==> config.mk <==
export PLATFORM = sky130hd
export DESIGN_NAME = i2c_ctl_regs
export DESIGN_NICKNAME = d
export VERILOG_FILES = /design/src/rtl/i2c_ctl_pkg.sv /design/src/rtl/i2c_line_sync.sv /design/src/rtl/ctl_regfile.sv /design/src/rtl/i2c_slave_fsm.sv /design/src/rtl/i2c_ctl_regs.sv
export SDC_FILE = /design/constraint.sdc
export NUM_CORES = 1
export LEC_CHECK = 0
export ABC_CLOCK_PERIOD_IN_PS = 1900
export BUFFER_PORTS_ARGS = -buffer_cell sky130_fd_sc_hd__buf_2
export CORE_UTILIZATION = 35
export CTS_CLUSTER_SIZE = 16
export DETAILED_ROUTE_END_ITERATION = 8
export HOLD_SLACK_MARGIN = 0.08
export SYNTH_ARGS = -nofsm -noshare
export SYNTH_HDL_FRONTEND = slang
export SYNTH_SLANG_ARGS = --single-unit
export TNS_END_PERCENT = 100
==> constraint.sdc <==
create_clock -name clk -period 1.9 [get_ports clk]
set_input_delay 0.475 -clock clk [delete_from_list [all_inputs] [get_ports clk]]
set_output_delay 0.475 -clock clk [all_outputs]
set_load 0.01 [all_outputs]
==> src/rtl/i2c_ctl_pkg.sv <==
package i2c_ctl_pkg;
  localparam int unsigned BYTE_W    = 8;
  localparam int unsigned PREFIX_W  = 5;
  localparam logic [PREFIX_W-1:0] DEV_PREFIX = 5'b00100;
  localparam logic [BYTE_W-1:0] LAST_REG   = 8'h01;
  localparam logic [BYTE_W-1:0] DFLT_REG0  = 8'hE0;
  localparam logic [BYTE_W-1:0] DFLT_REG1  = 8'h00;
  localparam logic [BYTE_W-1:0] KEEP_REG0  = 8'hE7;
  localparam logic [BYTE_W-1:0] KEEP_REG1  = 8'h33;

  typedef enum logic [2:0] {PH_IDLE, PH_DEV, PH_SUB, PH_WR, PH_RD} phase_t;

  function automatic logic [6:0] own_addr(input logic a1, input logic a0);
    return {DEV_PREFIX, a1, a0};
  endfunction

  function automatic logic [BYTE_W-1:0] next_ptr(input logic [BYTE_W-1:0] p);
    return (p == LAST_REG) ? '0 : p + 1'b1;
  endfunction

  function automatic logic [BYTE_W-1:0] keep_mask(input logic [BYTE_W-1:0] a);
    case (a)
      8'h00:   return KEEP_REG0;
      8'h01:   return KEEP_REG1;
      default: return '0;
    endcase
  endfunction
endpackage

==> src/rtl/i2c_line_sync.sv <==
module i2c_line_sync (
  input  logic clk,
  input  logic rst_n,
  input  logic scl_in,
  input  logic sda_in,
  output logic scl_s,
  output logic sda_s,
  output logic scl_rise,
  output logic scl_fall,
  output logic start_evt,
  output logic stop_evt
);
  localparam int unsigned STAGES = 3;
  logic [STAGES-1:0] scl_pipe, sda_pipe;

  always_ff @(posedge clk or negedge rst_n) begin
    if (!rst_n) begin
      scl_pipe <= '1;
      sda_pipe <= '1;
    end else begin
      scl_pipe <= {scl_pipe[STAGES-2:0], scl_in};
      sda_pipe <= {sda_pipe[STAGES-2:0], sda_in};
    end
  end

  logic scl_d, sda_d;
  assign scl_s     = scl_pipe[1];
  assign sda_s     = sda_pipe[1];
  assign scl_d     = scl_pipe[2];
  assign sda_d     = sda_pipe[2];
  assign scl_rise  = scl_s & ~scl_d;
  assign scl_fall  = ~scl_s & scl_d;
  assign start_evt = scl_s & scl_d & sda_d & ~sda_s;
  assign stop_evt  = scl_s & scl_d & ~sda_d & sda_s;
endmodule

==> src/rtl/ctl_regfile.sv <==
module ctl_regfile
  import i2c_ctl_pkg::*;
(
  input  logic              clk,
  input  logic              rst_n,
  input  logic              wr_en,
  input  logic [BYTE_W-1:0] wr_addr,
  input  logic [BYTE_W-1:0] wr_data,
  input  logic [BYTE_W-1:0] rd_addr,
  output logic [BYTE_W-1:0] rd_data,
  output logic [BYTE_W-1:0] reg0_q,
  output logic [BYTE_W-1:0] reg1_q
);
  always_ff @(posedge clk or negedge rst_n) begin
    if (!rst_n) begin
      reg0_q <= DFLT_REG0;
      reg1_q <= DFLT_REG1;
    end else if (wr_en) begin
      if (wr_addr == 8'h00) reg0_q <= wr_data & keep_mask(8'h00);
      if (wr_addr == 8'h01) reg1_q <= wr_data & keep_mask(8'h01);
    end
  end

  always_comb begin
    case (rd_addr)
      8'h00:   rd_data = reg0_q;
      8'h01:   rd_data = reg1_q;
      default: rd_data = '0;
    endcase
  end

  p_wr_ignored_r9: assert property (@(posedge clk) disable iff (!rst_n)
    (wr_en && wr_addr > LAST_REG) |=> ($stable(reg0_q) && $stable(reg1_q)));
  p_reset_dflt_r10: assert property (@(posedge clk)
    $rose(rst_n) |-> (reg0_q == DFLT_REG0 && reg1_q == DFLT_REG1));
endmodule

==> src/rtl/i2c_slave_fsm.sv <==
module i2c_slave_fsm
  import i2c_ctl_pkg::*;
(
  input  logic              clk,
  input  logic              rst_n,
  input  logic              scl_s,
  input  logic              sda_s,
  input  logic              scl_rise,
  input  logic              scl_fall,
  input  logic              start_evt,
  input  logic              stop_evt,
  input  logic              strap_a1,
  input  logic              strap_a0,
  input  logic [BYTE_W-1:0] rd_data,
  output logic              wr_en,
  output logic [BYTE_W-1:0] ptr,
  output logic [BYTE_W-1:0] wr_data,
  output logic              drive
);
  phase_t            phase;
  logic              ack_ph, rw_bit, nack_q;
  logic [3:0]        bitcnt;
  logic [BYTE_W-1:0] shreg, txreg;

  logic rx_phase, byte_done, dev_hit, rd_load, ptr_step;
  assign rx_phase  = (phase == PH_DEV) || (phase == PH_SUB) || (phase == PH_WR);
  assign byte_done = rx_phase && !ack_ph && scl_fall && (bitcnt == 4'd8);
  assign dev_hit   = (shreg[7:1] == own_addr(strap_a1, strap_a0));
  assign wr_en     = byte_done && (phase == PH_WR);
  assign wr_data   = shreg;
  assign rd_load   = ack_ph && scl_fall &&
                     (((phase == PH_DEV) && rw_bit) || ((phase == PH_RD) && !nack_q));
  assign ptr_step  = wr_en || rd_load;

  always_ff @(posedge clk or negedge rst_n) begin
    if (!rst_n) begin
      phase <= PH_IDLE; ack_ph <= 1'b0; rw_bit <= 1'b0; nack_q <= 1'b0;
      bitcnt <= '0; shreg <= '0; txreg <= '0; ptr <= '0; drive <= 1'b0;
    end else if (start_evt) begin
      phase <= PH_DEV; ack_ph <= 1'b0; bitcnt <= '0; drive <= 1'b0;
    end else if (stop_evt) begin
      phase <= PH_IDLE; ack_ph <= 1'b0; drive <= 1'b0;
    end else if (rx_phase && !ack_ph) begin
      if (scl_rise) begin
        shreg  <= {shreg[6:0], sda_s};
        bitcnt <= bitcnt + 1'b1;
      end
      if (byte_done) begin
        if (phase == PH_DEV && !dev_hit) begin
          phase <= PH_IDLE;
        end else begin
          ack_ph <= 1'b1;
          drive  <= 1'b1;
          if (phase == PH_DEV) rw_bit <= shreg[0];
          if (phase == PH_SUB) ptr <= shreg;
          if (phase == PH_WR)  ptr <= next_ptr(ptr);
        end
      end
    end else if (rx_phase && ack_ph) begin
      if (scl_fall) begin
        ack_ph <= 1'b0;
        bitcnt <= '0;
        drive  <= 1'b0;
        if (rd_load) begin
          phase <= PH_RD;
          txreg <= rd_data;
          drive <= ~rd_data[7];
          ptr   <= next_ptr(ptr);
        end else if (phase == PH_DEV) begin
          phase <= PH_SUB;
        end else begin
          phase <= PH_WR;
        end
      end
    end else if (phase == PH_RD && !ack_ph) begin
      if (scl_fall) begin
        if (bitcnt == 4'd7) begin
          drive  <= 1'b0;
          ack_ph <= 1'b1;
          bitcnt <= '0;
        end else begin
          txreg  <= {txreg[6:0], 1'b0};
          drive  <= ~txreg[6];
          bitcnt <= bitcnt + 1'b1;
        end
      end
    end else if (phase == PH_RD && ack_ph) begin
      if (scl_rise) nack_q <= sda_s;
      if (scl_fall) begin
        ack_ph <= 1'b0;
        if (rd_load) begin
          txreg <= rd_data;
          drive <= ~rd_data[7];
          ptr   <= next_ptr(ptr);
        end else begin
          phase <= PH_IDLE;
        end
      end
    end
  end

  p_foreign_nack_r1: assert property (@(posedge clk) disable iff (!rst_n)
    (byte_done && phase == PH_DEV && !dev_hit) |=> (!drive && phase == PH_IDLE));
  p_ptr_wrap_r3: assert property (@(posedge clk) disable iff (!rst_n)
    (ptr_step && ptr == LAST_REG) |=> (ptr == 8'h00));
  p_sda_scl_low_r4: assert property (@(posedge clk) disable iff (!rst_n)
    !$stable(drive) |-> !scl_s);
  p_stop_release_r11: assert property (@(posedge clk) disable iff (!rst_n)
    stop_evt |=> !drive);
  p_idle_quiet_r11: assert property (@(posedge clk) disable iff (!rst_n)
    (phase == PH_IDLE) |-> !drive);
endmodule

==> src/rtl/i2c_ctl_regs.sv <==
module i2c_ctl_regs
  import i2c_ctl_pkg::*;
(
  input  logic       clk,
  input  logic       rst_n,
  input  logic       scl_in,
  input  logic       sda_in,
  input  logic       strap_a1,
  input  logic       strap_a0,
  output logic       sda_pull,
  output logic       out_lr_off,
  output logic       out_bit_off,
  output logic       out_mst_off,
  output logic       pwr_ref_down,
  output logic       pwr_pll2_down,
  output logic       pwr_pll1_down,
  output logic [1:0] rate_mode,
  output logic [1:0] mclk_sel
);
  logic scl_s, sda_s, scl_rise, scl_fall, start_evt, stop_evt;
  logic wr_en;
  logic [BYTE_W-1:0] ptr, wr_data, rd_data, reg0_q, reg1_q;

  i2c_line_sync u_sync (
    .clk(clk), .rst_n(rst_n), .scl_in(scl_in), .sda_in(sda_in),
    .scl_s(scl_s), .sda_s(sda_s), .scl_rise(scl_rise), .scl_fall(scl_fall),
    .start_evt(start_evt), .stop_evt(stop_evt)
  );

  i2c_slave_fsm u_fsm (
    .clk(clk), .rst_n(rst_n), .scl_s(scl_s), .sda_s(sda_s),
    .scl_rise(scl_rise), .scl_fall(scl_fall),
    .start_evt(start_evt), .stop_evt(stop_evt),
    .strap_a1(strap_a1), .strap_a0(strap_a0), .rd_data(rd_data),
    .wr_en(wr_en), .ptr(ptr), .wr_data(wr_data), .drive(sda_pull)
  );

  ctl_regfile u_regs (
    .clk(clk), .rst_n(rst_n), .wr_en(wr_en), .wr_addr(ptr),
    .wr_data(wr_data), .rd_addr(ptr), .rd_data(rd_data),
    .reg0_q(reg0_q), .reg1_q(reg1_q)
  );

  assign out_lr_off    = reg0_q[7];
  assign out_bit_off   = reg0_q[6];
  assign out_mst_off   = reg0_q[5];
  assign pwr_ref_down  = reg0_q[2];
  assign pwr_pll2_down = reg0_q[1];
  assign pwr_pll1_down = reg0_q[0];
  assign rate_mode     = reg1_q[5:4];
  assign mclk_sel      = reg1_q[1:0];
endmodule

==> results.py <==
metrics = {
    "timing": {
        "fin_worst_skew_ps": 3.82,
        "clock.fmax_ghz": 0.481,
        "rsz0062_at_grt": "true",
        "hold_viol": 0,
        "final_max_slew_viol_count": 0,
        "worst_slack_ps": -180,
        "worstMarginPinSlew_ps": 476,
        "slew_headroom_pct": 68.2,
        "layout_min_cycle_time_ps": 2080,
        "fin_crit_sh_pct": 109,
        "setup_viol": 6,
        "setup_tns_ps": -680,
    },
    "logic_synthesis": {
        "avgSynthCellArea_um2": 10.3,
        "ys_seq_area_share_pct": 47.7,
        "synth_cells": 256,
        "synth-seq-cells": 50,
        "syn_area_mm2": 0.00265,
        "synth_enable_flop_cells": 0,
        "synthXorXnorAreaFrac_pct": 1.32,
        "syn_nets": 267,
        "yosys_warnings": 0,
        "synth_top_family_by_area": "compound AO/OA/AOI/OAI gates",
        "synth-async-reset-ratio_pct": 100,
        "synth_ff_type": "dfrtp_1",
        "synth-simple-area-share_pct": 17.8,
        "synth_cell_types": 57,
        "synthMuxAreaShare_pct": 8.84,
        "synth-compound-area-share_pct": 18.7,
        "synthAdderAreaFrac_pct": 2.36,
    },
    "worst_setup_path": {
        "rrSetupSlack_ps": -180,
        "cp-end-kind": "flop",
        "crit_slowest_cell": "or4b_1",
        "worstPathArrival_ps": 2280,
        "cp-start-kind": "flop",
        "ff2ff_path_depth": 5,
        "cp_top_family": "simple AND/OR/NAND/NOR gates",
        "crit_chain": "or4b_1 -> or4_4 -> a221o_1 -> and2_4 -> mux2i_1",
        "reg2reg_from": "u_fsm.wr_data[7]",
        "worstReg2RegEnd": "u_fsm.phase[0]",
        "cp_slowest_stage_delay_ps": 510,
        "critical_path_class": "reg -> reg",
        "crit_buf_inv": 0,
        "crit_required_ps": 2100,
        "cp_max_fo": 3,
    },
    "global_routing": {
        "grt_pass1_vias": 2222,
        "antenna_found_initial": 0,
        "grt_max_degree": 32,
        "grt_pass1_wl_mm": 10.8,
        "overflow": 0,
        "track_usage_pct": 18.0,
    },
    "drt": {
        "avgRoutedWirePerCell_um": 14.9,
        "drt.antenna.violating_nets": 0,
        "drc": 0,
        "dr.pass1.iters": 5,
        "drt_iter0_drc": 138,
        "via_per_inst": 5.16,
        "routed_wl_mm": 6.24,
        "vias": 2164,
    },
    "power_and_ir_drop": {
        "irDropWorstVdd_mv": 0.636,
        "p_per_area_mw_per_mm2": 1280,
        "p_leak_nw": 1.57,
    },
    "finish": {
        "utilization_pct": 46.4,
        "regArea_mm2": 0.00126,
        "layout_common_cells": "buf_4, dfrtp_1, nand2_1",
        "nFillCells": 710,
        "diodes": 0,
        "design_area_mm2": 0.00338,
        "nets": 330,
        "final_common_cell": "buf_4",
        "drive_gt1_share_pct": 37.8,
        "syn_to_final_growth_pct": 27.7,
        "multiInputGateArea_mm2": 0.00138,
    },
    "floorplanning": {
        "die_w_um": 89.0,
        "num_rows": 31,
        "ios": 17,
        "die_h_um": 89.0,
        "start_util_pct": 36.3,
        "die_area_mm2": 0.00792,
        "core_area_mm2": 0.00729,
    },
    "clock_network": {
        "clk_latency_ps": 310,
        "cts_buffers": 5,
        "clockBufferDepth": 2,
        "cts.clk_slew.worst_paths_ps": 100,
        "cts-root-buf": "clkbuf_8",
        "cts_tree": "built",
        "clock-sinks": 50,
        "h-tree-depth": 2,
        "cts_setup_buffers": 0,
        "ctsHoldBuffers": 0,
    },
    "outcome": {
        "violations": "negative setup slack",
        "status": "complete, but fails checks",
    },
    "placed_design": {
        "dpl-instance-area_mm2": 0.00324,
        "dp_hpwl_mm": 4.79,
        "portBuffers": 16,
        "gp_congestion": 0.821,
    },
    "run": {
        "max_cap_violations": 0,
    },
    "worst_hold_path": {
        "hold_path.class": "in -> async",
    },
}
## worst max-delay path by stage
stage                           from             end  depth (start not counted)
global route        u_fsm.wr_data[7]  u_fsm.phase[0]                          5
CTS                 u_fsm.wr_data[7]  u_fsm.phase[0]                          5
finish              u_fsm.wr_data[7]  u_fsm.phase[0]                          5
global placement    u_fsm.wr_data[7]  u_fsm.phase[0]                          5
detailed placement  u_fsm.wr_data[7]  u_fsm.phase[0]                          5
floorplan           u_fsm.wr_data[7]  u_fsm.phase[0]                          5
## kinds of logic after synthesis
logic type / Yosys count
AO/OA/AOI/OAI: 72
XOR/XNOR: 4
adder cells (fa/ha/maj): 5
buffers and inverters: 23
flip-flops: 50
multiplexers: 21
AND/OR/NAND/NOR: 81
## what timing repair did
action,4_1_cts,5_1_grt
gates cloned,0,0
resized for setup,3,7
setup endpoints to repair,10,26
pin swaps,1,1
## cell type report
class | count | share of cell area [%]
inverters | 12 | 1.33
clock buffers | 5 | 2.03
repair buffers | 67 | 14.2
flip-flops and latches | 50 | 37.3
clock inverters | 3 | 0.740
well taps | 99 | 3.66
multi-input cells | 183 | 40.7
## cell usage after synthesis, drive strengths merged (3+ instances only)
master,count,area (µm²)
nor3b,3,22.5
o21ai,18,90.1
nor2,11,41.3
clkbuf,9,33.8
nand2b,5,31.3
nor4b,3,32.5
a21oi,16,80.1
o2bb2ai,3,26.3
inv,12,45.0
nor3,5,25.0
ha,5,62.6
xor2,3,26.3
a22o,4,35.0
nand2,20,75.1
mux2,19,214
and3,5,31.3
nand3,9,45.0
a22oi,4,30.0
dfrtp,41,1030
o31ai,3,22.5
nor2b,4,25.0
o21bai,3,22.5
nor4,3,25.0
a221o,3,30.0
dfstp,9,236
## through the flow
step	setup slack, ps	std cells	hold WS (ps)	total power [mW]
2_1_floorplan	-124	256	179	2.67
3_3_place_gp	-155	411	347	3.58
3_5_place_dp	-180	411	347	3.60
4_1_cts	-201	419	113	4.29
5_1_grt	-230	419	129	4.64
6_report	-180	419	107	4.31
## power breakdown
group | switching [mW] | total [mW] | internal, mW
clock network | 0.384 | 0.651 | 0.267
registers | 0.255 | 1.58 | 1.33
logic | 1.02 | 2.08 | 1.07
## sequential cells by signal, indices dropped and copies added, names as in the netlist
name,flops
u_fsm.nack_q,1
u_regs.reg1_q,4
u_fsm.ptr,8
u_sync.scl_pipe,3
u_fsm.ack_ph,1
u_fsm.rw_bit,1
u_fsm.phase,3
u_fsm.bitcnt,4
u_fsm.drive,1
u_regs.reg0_q,6
u_sync.sda_pipe,3
u_fsm.wr_data,8
u_fsm.txreg,7
## per-layer routing
| layer | vias up | wire [µm] | global-route usage, % |
|---|---|---|---|
| met4 | 0 | 67 | 5.19 |
| met5 | - | 0 | 0 |
| met3 | 6 | 129 | 2.95 |
| met1 | 1059 | 2880 | 23.9 |
| met2 | 26 | 3160 | 30.6 |
| li1 | 1073 | - | - |
(Power assumes the default switching activity.)
